<file path="config.mk">
export PLATFORM = sky130hd
export DESIGN_NAME = wpg_action_gate
export DESIGN_NICKNAME = d
export VERILOG_FILES = /design/src/rtl/wpg_pkg.sv /design/src/rtl/wpg_watch_fsm.sv /design/src/rtl/wpg_mask_bank.sv /design/src/rtl/wpg_chan_gate.sv /design/src/rtl/wpg_action_gate.sv
export SDC_FILE = /design/constraint.sdc
export NUM_CORES = 1
export LEC_CHECK = 0
export ABC_CLOCK_PERIOD_IN_PS = 2000
export BUFFER_PORTS_ARGS = -buffer_cell sky130_fd_sc_hd__buf_2
export CORE_ASPECT_RATIO = 1.4
export CORE_UTILIZATION = 35
export CTS_CLUSTER_SIZE = 16
export DETAILED_ROUTE_END_ITERATION = 6
export GPL_TIMING_DRIVEN = 0
export SLEW_MARGIN = 30
export SYNTH_ARGS = -nofsm -noshare
export SYNTH_HDL_FRONTEND = slang
export SYNTH_SLANG_ARGS = --single-unit
</file>
<file path="constraint.sdc">
create_clock -name clk -period 2 [get_ports clk]
set_input_delay 0.4 -clock clk [delete_from_list [all_inputs] [get_ports clk]]
set_output_delay 0.4 -clock clk [all_outputs]
set_load 0.05 [all_outputs]
</file>
<file path="src/rtl/wpg_pkg.sv">
package wpg_pkg;
    localparam int NUM_ACT    = 5;
    localparam int ACT_LAUNCH = 0;
    localparam int ACT_COUNT  = 1;
    localparam int ACT_CHAIN  = 2;
    localparam int ACT_TRIG   = 3;
    localparam int ACT_TRACE  = 4;

    typedef enum logic {
        WS_QUIET = 1'b0,
        WS_ARMED = 1'b1
    } wstate_t;
endpackage

</file>
<file path="src/rtl/wpg_watch_fsm.sv">
module wpg_watch_fsm
    import wpg_pkg::*;
#(
    parameter int NUM_LAUNCH = 3
) (
    input  logic                  clk,
    input  logic                  rst_n,
    input  logic [NUM_LAUNCH-1:0] launch_i,
    input  logic                  rte_i,
    input  logic                  rte_saved_i,
    input  logic                  sr_wr_i,
    input  logic                  sr_data_i,
    output logic                  watch_o,
    output logic                  pre_rte_o
);
    wstate_t state_q, state_d;
    logic    any_launch;
    logic    pre_rte_q;

    assign any_launch = |launch_i;

    // next-state: LAUNCH > RESTORE > SWWRITE > HOLD
    always_comb begin
        state_d = state_q;
        unique case (state_q)
            WS_QUIET: begin
                if (any_launch)                        state_d = WS_QUIET;
                else if (rte_i && rte_saved_i)         state_d = WS_ARMED;
                else if (!rte_i && sr_wr_i && sr_data_i) state_d = WS_ARMED;
            end
            WS_ARMED: begin
                if (any_launch)                         state_d = WS_QUIET;
                else if (rte_i && !rte_saved_i)         state_d = WS_QUIET;
                else if (!rte_i && sr_wr_i && !sr_data_i) state_d = WS_QUIET;
            end
            default: state_d = WS_QUIET;
        endcase
    end

    always_ff @(posedge clk) begin
        if (!rst_n) state_q <= WS_QUIET;
        else        state_q <= state_d;
    end

    always_comb begin
        watch_o   = (state_q == WS_ARMED);
        pre_rte_o = pre_rte_q;
    end

    // snapshot of the watch value taken at the start of each return
    always_ff @(posedge clk) begin
        if (!rst_n)     pre_rte_q <= 1'b0;
        else if (rte_i) pre_rte_q <= watch_o;
    end


    launch_clears_chk: assert property (@(posedge clk) disable iff (!rst_n)
        any_launch |=> !watch_o);


    rte_restore_chk: assert property (@(posedge clk) disable iff (!rst_n)
        (rte_i && !any_launch) |=> (watch_o == $past(rte_saved_i)));


    sw_write_chk: assert property (@(posedge clk) disable iff (!rst_n)
        (sr_wr_i && !rte_i && !any_launch) |=> (watch_o == $past(sr_data_i)));


    watch_hold_chk: assert property (@(posedge clk) disable iff (!rst_n)
        (!sr_wr_i && !rte_i && !any_launch) |=> $stable(watch_o));


    snapshot_chk: assert property (@(posedge clk) disable iff (!rst_n)
        rte_i |=> (pre_rte_o == $past(watch_o)));
endmodule

</file>
<file path="src/rtl/wpg_mask_bank.sv">
module wpg_mask_bank
    import wpg_pkg::*;
#(
    parameter int NUM_CH = 9,
    parameter int CH_W   = 4
) (
    input  logic                      clk,
    input  logic                      rst_n,
    input  logic                      cfg_wr_i,
    input  logic [CH_W-1:0]           cfg_ch_i,
    input  logic                      cfg_pre_en_i,
    input  logic [NUM_ACT-1:0]        cfg_act_i,
    output logic [NUM_CH-1:0]         pre_en_o,
    output logic [NUM_CH*NUM_ACT-1:0] act_mask_o
);
    logic in_range;
    assign in_range = (int'(cfg_ch_i) < NUM_CH);

    for (genvar c = 0; c < NUM_CH; c++) begin : g_slot
        logic sel;
        assign sel = cfg_wr_i && in_range && (int'(cfg_ch_i) == c);
        always_ff @(posedge clk) begin
            if (!rst_n) begin
                pre_en_o[c]                        <= 1'b0;
                act_mask_o[c*NUM_ACT +: NUM_ACT]   <= '0;
            end else if (sel) begin
                pre_en_o[c]                        <= cfg_pre_en_i;
                act_mask_o[c*NUM_ACT +: NUM_ACT]   <= cfg_act_i;
            end
        end
    end


    oob_ignore_chk: assert property (@(posedge clk) disable iff (!rst_n)
        (cfg_wr_i && !in_range) |=> ($stable(act_mask_o) && $stable(pre_en_o)));


    idle_stable_chk: assert property (@(posedge clk) disable iff (!rst_n)
        !cfg_wr_i |=> ($stable(act_mask_o) && $stable(pre_en_o)));
endmodule

</file>
<file path="src/rtl/wpg_chan_gate.sv">
module wpg_chan_gate
    import wpg_pkg::*;
#(
    parameter bit GATED = 1'b1
) (
    input  logic               clk,
    input  logic               rst_n,
    input  logic               match_i,
    input  logic               pre_ok_i,
    input  logic               pre_en_i,
    input  logic [NUM_ACT-1:0] act_mask_i,
    input  logic               we_eff_i,
    output logic [NUM_ACT-1:0] act_o
);
    logic fire;
    logic [NUM_ACT-1:0] act_q;

    assign fire = match_i && (!pre_en_i || pre_ok_i) && (!GATED || we_eff_i);

    always_ff @(posedge clk) begin
        if (!rst_n)    act_q <= '0;
        else if (fire) act_q <= act_mask_i;
        else           act_q <= '0;
    end

    assign act_o = act_q;


    act_needs_match_chk: assert property (@(posedge clk) disable iff (!rst_n)
        (|act_q) |-> ($past(match_i) && (!$past(pre_en_i) || $past(pre_ok_i))));


    act_in_mask_chk: assert property (@(posedge clk) disable iff (!rst_n)
        (|act_q) |-> ((act_q & ~$past(act_mask_i)) == '0));

    if (GATED) begin : g_gated_chk

        gated_quiet_chk: assert property (@(posedge clk) disable iff (!rst_n)
            !we_eff_i |=> (act_q == '0));
    end
endmodule

</file>
<file path="src/rtl/wpg_action_gate.sv">
module wpg_action_gate
    import wpg_pkg::*;
#(
    parameter int              NUM_CH     = 9,
    parameter logic [NUM_CH-1:0] GATED_SET = 9'h01F,
    parameter int              BR_CH      = 3,
    parameter int              NUM_LAUNCH = 3,
    localparam int             CH_W       = $clog2(NUM_CH)
) (
    input  logic                  clk,
    input  logic                  rst_n,
    input  logic [NUM_CH-1:0]     match_i,
    input  logic [NUM_CH-1:0]     pre_ok_i,
    input  logic                  br_from_rte_i,
    input  logic [NUM_LAUNCH-1:0] launch_i,
    input  logic                  rte_i,
    input  logic                  rte_saved_watch_i,
    input  logic                  sr_wr_i,
    input  logic                  sr_wr_watch_i,
    input  logic                  cfg_wr_i,
    input  logic [CH_W-1:0]       cfg_ch_i,
    input  logic                  cfg_pre_en_i,
    input  logic [NUM_ACT-1:0]    cfg_act_i,
    output logic                  watch_o,
    output logic [NUM_CH-1:0]     out_launch_o,
    output logic [NUM_CH-1:0]     out_count_o,
    output logic [NUM_CH-1:0]     out_chain_o,
    output logic [NUM_CH-1:0]     out_trig_o,
    output logic [NUM_CH-1:0]     out_trace_o
);
    logic                      watch;
    logic                      pre_rte;
    logic [NUM_CH-1:0]         pre_en;
    logic [NUM_CH*NUM_ACT-1:0] act_mask;
    logic                      br_watch;

    wpg_watch_fsm #(.NUM_LAUNCH(NUM_LAUNCH)) u_fsm (
        .clk         (clk),
        .rst_n       (rst_n),
        .launch_i    (launch_i),
        .rte_i       (rte_i),
        .rte_saved_i (rte_saved_watch_i),
        .sr_wr_i     (sr_wr_i),
        .sr_data_i   (sr_wr_watch_i),
        .watch_o     (watch),
        .pre_rte_o   (pre_rte)
    );

    wpg_mask_bank #(.NUM_CH(NUM_CH), .CH_W(CH_W)) u_masks (
        .clk          (clk),
        .rst_n        (rst_n),
        .cfg_wr_i     (cfg_wr_i),
        .cfg_ch_i     (cfg_ch_i),
        .cfg_pre_en_i (cfg_pre_en_i),
        .cfg_act_i    (cfg_act_i),
        .pre_en_o     (pre_en),
        .act_mask_o   (act_mask)
    );

    // branch of a return: value before the return (live value in the return cycle)
    assign br_watch = br_from_rte_i ? (rte_i ? watch : pre_rte) : watch;

    for (genvar c = 0; c < NUM_CH; c++) begin : g_ch
        logic               we_eff;
        logic [NUM_ACT-1:0] act;

        if (c == BR_CH) begin : g_br
            assign we_eff = br_watch;
        end else begin : g_plain
            assign we_eff = watch;
        end

        wpg_chan_gate #(.GATED(GATED_SET[c])) u_gate (
            .clk        (clk),
            .rst_n      (rst_n),
            .match_i    (match_i[c]),
            .pre_ok_i   (pre_ok_i[c]),
            .pre_en_i   (pre_en[c]),
            .act_mask_i (act_mask[c*NUM_ACT +: NUM_ACT]),
            .we_eff_i   (we_eff),
            .act_o      (act)
        );

        assign out_launch_o[c] = act[ACT_LAUNCH];
        assign out_count_o[c]  = act[ACT_COUNT];
        assign out_chain_o[c]  = act[ACT_CHAIN];
        assign out_trig_o[c]   = act[ACT_TRIG];
        assign out_trace_o[c]  = act[ACT_TRACE];
    end

    assign watch_o = watch;


    br_rte_gate_chk: assert property (@(posedge clk) disable iff (!rst_n)
        (br_from_rte_i && !rte_i && !pre_rte) |=> !(out_launch_o[BR_CH] || out_count_o[BR_CH]
            || out_chain_o[BR_CH] || out_trig_o[BR_CH] || out_trace_o[BR_CH]));


    group_quiet_chk: assert property (@(posedge clk) disable iff (!rst_n)
        (!watch && !br_from_rte_i) |=> (((out_launch_o | out_count_o | out_chain_o
            | out_trig_o | out_trace_o) & GATED_SET) == '0));
endmodule

</file>
# Yosys cells after proc, flatten, opt, wreduce, memory -nomap -nowiden
# Cells that the tools add are included.
[word_totals]
ff_bits = 101
out_inout_bits = 46
[classes]
order_cmp = 1
eq_ne = 8
mux = 9
n_bitwise = 1
reduce_logical = 61
[op_table]
columns = ["op", "n"]
rows = [
  ["1-bit logical AND", 29],
  ["4-bit == test (second input constant)", 5],
  ["2-bit AND reduction", 9],
  ["1-bit zero test", 12],
  ["1-bit logical OR", 9],
  ["4-bit by 3-bit == test with 1-bit output (second input constant)", 2],
  ["1-bit 2-to-1 mux", 8],
  ["4-bit by 2-bit == test with 1-bit output (second input constant)", 1],
  ["4-bit zero test", 1],
  ["4-bit less-than comparator (second input constant)", 1],
  ["3-bit OR reduction", 1],
  ["1-bit case mux with 2 select lines", 1],
  ["1-bit inverter", 1],
]

# Longest topological paths before layout
[depth]
word_depth = 7
depth_mapped = 5

# Hierarchy
# Synthesis repeated with hierarchy kept, for this count alone.
[hier_totals]
hier_cells = 325
hier_area_um2 = 3567.2
[modules_own_cells]
columns = ["mod", "instances", "cells_each", "area_each_um2", "seq_area_each_um2"]
rows = [
  ["wpg_mask_bank", 1, 191, 2014.4, 1081.0],
  ["wpg_chan_gate at g_ch[0].u_gate ...", 5, 16, 158.9, 100.1],
  ["wpg_chan_gate at g_ch[5].u_gate ...", 4, 11, 160.2, 100.1],
  ["wpg_watch_fsm", 1, 8, 96.3, 40.0],
  ["wpg_action_gate", 1, 2, 21.3, 0.0],
]

# Least setup slack after synthesis
# Ideal clock, no wire load.
[synth_path]
path_type = "input -> register"
start = "input port cfg_ch_i[3]"
end = "register u_masks.act_mask_o[26]"
t_arrival_ps = 1245
required_ps = 1927
setup_slack_ps = 682
path_stages = 3
path_cell_list = "nand2b_1 -> nor3_2 -> mux2i_1"
[synth_between]
elab_chain_cells = 3
elab_cells_between_ends = 4
cone_classes = "1 x order compare; 1 x eq/ne; 2 x reduce/logical"
[synth_lines]
columns = ["item", "line_no", "rtl"]
rows = [
  ["start: declaration", "wpg_action_gate.sv:21", "input logic [CH_W-1:0] cfg_ch_i,"],
  ["4-bit less-than comparator", "wpg_mask_bank.sv:17", "assign in_range = (int'(cfg_ch_i) < NUM_CH);"],
  ["1-bit logical AND", "wpg_mask_bank.sv:21", "assign sel = cfg_wr_i && in_range && (int'(cfg_ch_i) == c);"],
  ["1-bit logical AND (*)", "wpg_mask_bank.sv:21", ""],
  ["end signal: indexed assignment", "wpg_mask_bank.sv:28", "act_mask_o[c*NUM_ACT +: NUM_ACT] <= cfg_act_i;"],
  ["end: declaration", "wpg_mask_bank.sv:14", "output logic [NUM_CH*NUM_ACT-1:0] act_mask_o"],
]
# Every way passes the cells marked *; elsewhere a longest branch is shown, timed or not.
# A chain may end at the register's enable or synchronous reset.

# Worst setup path after layout
[layout_path]
start = "register u_fsm.state_q (netlist: u_fsm.watch_o)"
end = "output port watch_o"
[layout_lines]
columns = ["item", "line_no", "rtl"]
rows = [
  ["start: declaration", "wpg_watch_fsm.sv:16", "wstate_t state_q, state_d;"],
  ["start signal: assignment", "wpg_watch_fsm.sv:42", "else state_q <= state_d;"],
  ["end: declaration", "wpg_action_gate.sv:24", "output logic watch_o,"],
]
# No word-level cell between the ends.

==> flow_summary.yaml <==
floorplan:
  die_x_um: 85.6
  fp.coreArea_um2: 9460
  io_pins: 85
  die_area_um2: 10200
  initial_utilization_pct: 36.2
  die-height_um: 119
  rows: 42
logic_synthesis:
  yosys_warnings: 0
  syn_area_um2: 3420
  yosysUniqueCellTypes: 22
  ys_seq_area_share_pct: 59.0
  netlist_instances: 337
  syn_avg_cell_area_um2: 10.2
  synth_seq_cells: 101
  synthesis.nets: 376
worst_setup_path:
  path_cells: "buf_2"
  cp_num_buf_inv: 1
  arrival_ns: 1.19
  worst_ep_required_time_ns: 1.60
  cp_slowest_stage_delay_ns: 0.52
  startpoint_type: "flop"
  path_max_fanout: 8
  crit_type: "reg -> out"
  cp_top_family: "flip-flops"
  critPathSlowestCell: "dfxtp_1"
  end_kind: "output pin"
cells_and_area:
  layout_commonest_cell: "dfxtp_1"
  drive_gt1_share_pct: 23.9
  antennaDiodeCount: 0
  fin_nets: 470
  mostFrequentLayoutCells: "101 x dfxtp_1, 88 x buf_2, 63 x nand2_1, 57 x mux2i_1, 29 x inv_1"
  area_growth_pct: 23.7
clocking:
  cts_made_buffers: 9
  cts.clk_slew.worst_paths_ns: 0.06
  htreeDepth: 3
  cts.hold.buffers_added: 0
  insertion_delay_ns: 0.33
  postCtsSetupBuffers: 0
  tritoncts: "built"
  cts_resized: 0
  clock-sinks: 101
  cts-root-buf: "clkbuf_16"
  clockBufferDepth: 2
run:
  drv_cap: 0
grt:
  grt_pass1_wl_um: 11400
  track_usage_pct: 14.9
  grt_max_degree: 15
  antenna_found_initial: 0
  grt-ovfl-total: 0
  grt_pass1_vias: 2380
drt:
  routedWlPerCell_um: 13.1
  drc: 0
  vias: 2409
  avgViaCountPerCell: 4.42
  drt-total-wl_um: 7120
  dr.pass1.iters: 4
  detail-route-antenna-nets: 0
  first_iter_violations: 77
placement:
  io_buffers: 83
  gp_congestion: 0.722
  hpwl_um: 5120
sta:
  maxSlewHeadroom_pct: 61.2
  timing.fmax_mhz: 629
  hold_viol_final: 0
  setup_violations: 0
  period_share_pct: 79.5
  skew_ns: 0.00366
  period_needed_ns: 1.59
  worstMarginPinSlew_ns: 0.579
  setup_tns_ns: 0
  rsz0062_at_grt: "no"
  final_max_slew_viol_count: 0
pwr:
  p_seq_share_pct: 54.4
  p_sw_share_pct: 21.0
  pwr-share-comb_pct: 4.3
  intPower_mw: 2.95
  p_leak_nw: 1.99
  switching_power_mw: 0.786
  pwr-share-clk_pct: 41.3
  power_mw: 3.74
  p_per_area_nw_per_um2: 883
  irDropWorstVdd_mv: 0.416
status:
  status: "complete, no violations"
min_path:
  min_path_type: "in -> reg"
## synth_stat cells, drive strengths merged
master | count | area, um2
a21oi | 4 | 20.0
and2 | 20 | 125
and4b | 1 | 10.0
buf | 6 | 28.8
clkbuf | 5 | 18.8
dfxtp | 101 | 2020
inv | 29 | 109
mux2i | 57 | 571
nand2 | 63 | 236
nand2b | 3 | 18.8
nand3 | 5 | 25.0
nand3b | 3 | 22.5
nor2 | 24 | 95.1
nor2b | 2 | 12.5
nor3 | 1 | 10.0
nor3b | 6 | 50.1
o211ai | 5 | 37.5
o21ai | 1 | 5.00
or4 | 1 | 7.51
## worst paths after layout
kind                                  startpoint  cells after the start  slack (ns)                                 end
max reg2reg             u_fsm.watch_o$_SDFF_PN0_                      3        0.76  g_ch[4].u_gate.act_o[4]$_SDFF_PN0_
min reg2reg  u_masks.act_mask_o[41]$_SDFFE_PN0P_                      2        0.43  g_ch[8].u_gate.act_o[1]$_SDFF_PN0_
max                     u_fsm.watch_o$_SDFF_PN0_                      1        0.41                             watch_o
min                                  launch_i[2]                      2        0.35            u_fsm.watch_o$_SDFF_PN0_
## kinds of logic (layout without fill, tap and decap cells)
kind of cell / Yosys count / after routing / synth area share (%)
AO/OA/AOI/OAI: 10 / 10 / 1.83
multiplexers: 57 / 57 / 16.7
flip-flops: 101 / 101 / 59.0
buffers and inverters: 40 / 138 / 4.57
AND/OR/NAND/NOR: 129 / 129 / 17.9
## final cells by class
class	count	area [um2]
plain buffers	11	47.5
clock buffers	13	250
clock inverters	2	10.0
fillers	932	5220
inverters	29	109
multi-input cells	196	1250
flip-flops and latches	101	2020
well taps	110	138
repair buffers	83	415
## state kept, by name, summed over array words and instances (netlist names)
signal              cells
g_ch.u_gate.act_o      45
u_fsm.pre_rte_o         1
u_fsm.watch_o           1
u_masks.act_mask_o     45
u_masks.pre_en_o        9
## power groups by stage
stage          logic, mW  registers [mW]  clock network, mW
2_1_floorplan     0.0820            2.08                  0
3_3_place_gp       0.162            2.08                  0
3_5_place_dp       0.166            2.08                  0
4_1_cts            0.166            2.03               1.59
5_1_grt            0.181            2.04               1.66
6_report           0.163            2.04               1.54
## metal layers
layer | track usage, % | vias up | part of all wire, %
met4 | 8.33 | 0 | 1.9
li1 | - | 1267 | -
met2 | 25.8 | 55 | 50
met5 | 0 | - | 0
met1 | 16.8 | 1078 | 44
met3 | 3.47 | 9 | 4.0
## per-stage QoR
stage	instances	cell area (um2)	util, %	hold WS, ns	setup slack [ns]
global route	545	4240	44.8	0.356	0.375
finish	545	4240	44.8	0.355	0.411
detailed placement	530	3980	42.1	0.423	0.243
CTS	545	4240	44.8	0.343	0.370
floorplan	337	3420	-	0.409	0.682
global placement	530	3980	42.1	0.423	0.297
Note: power is estimated with default switching activity, not from simulation.
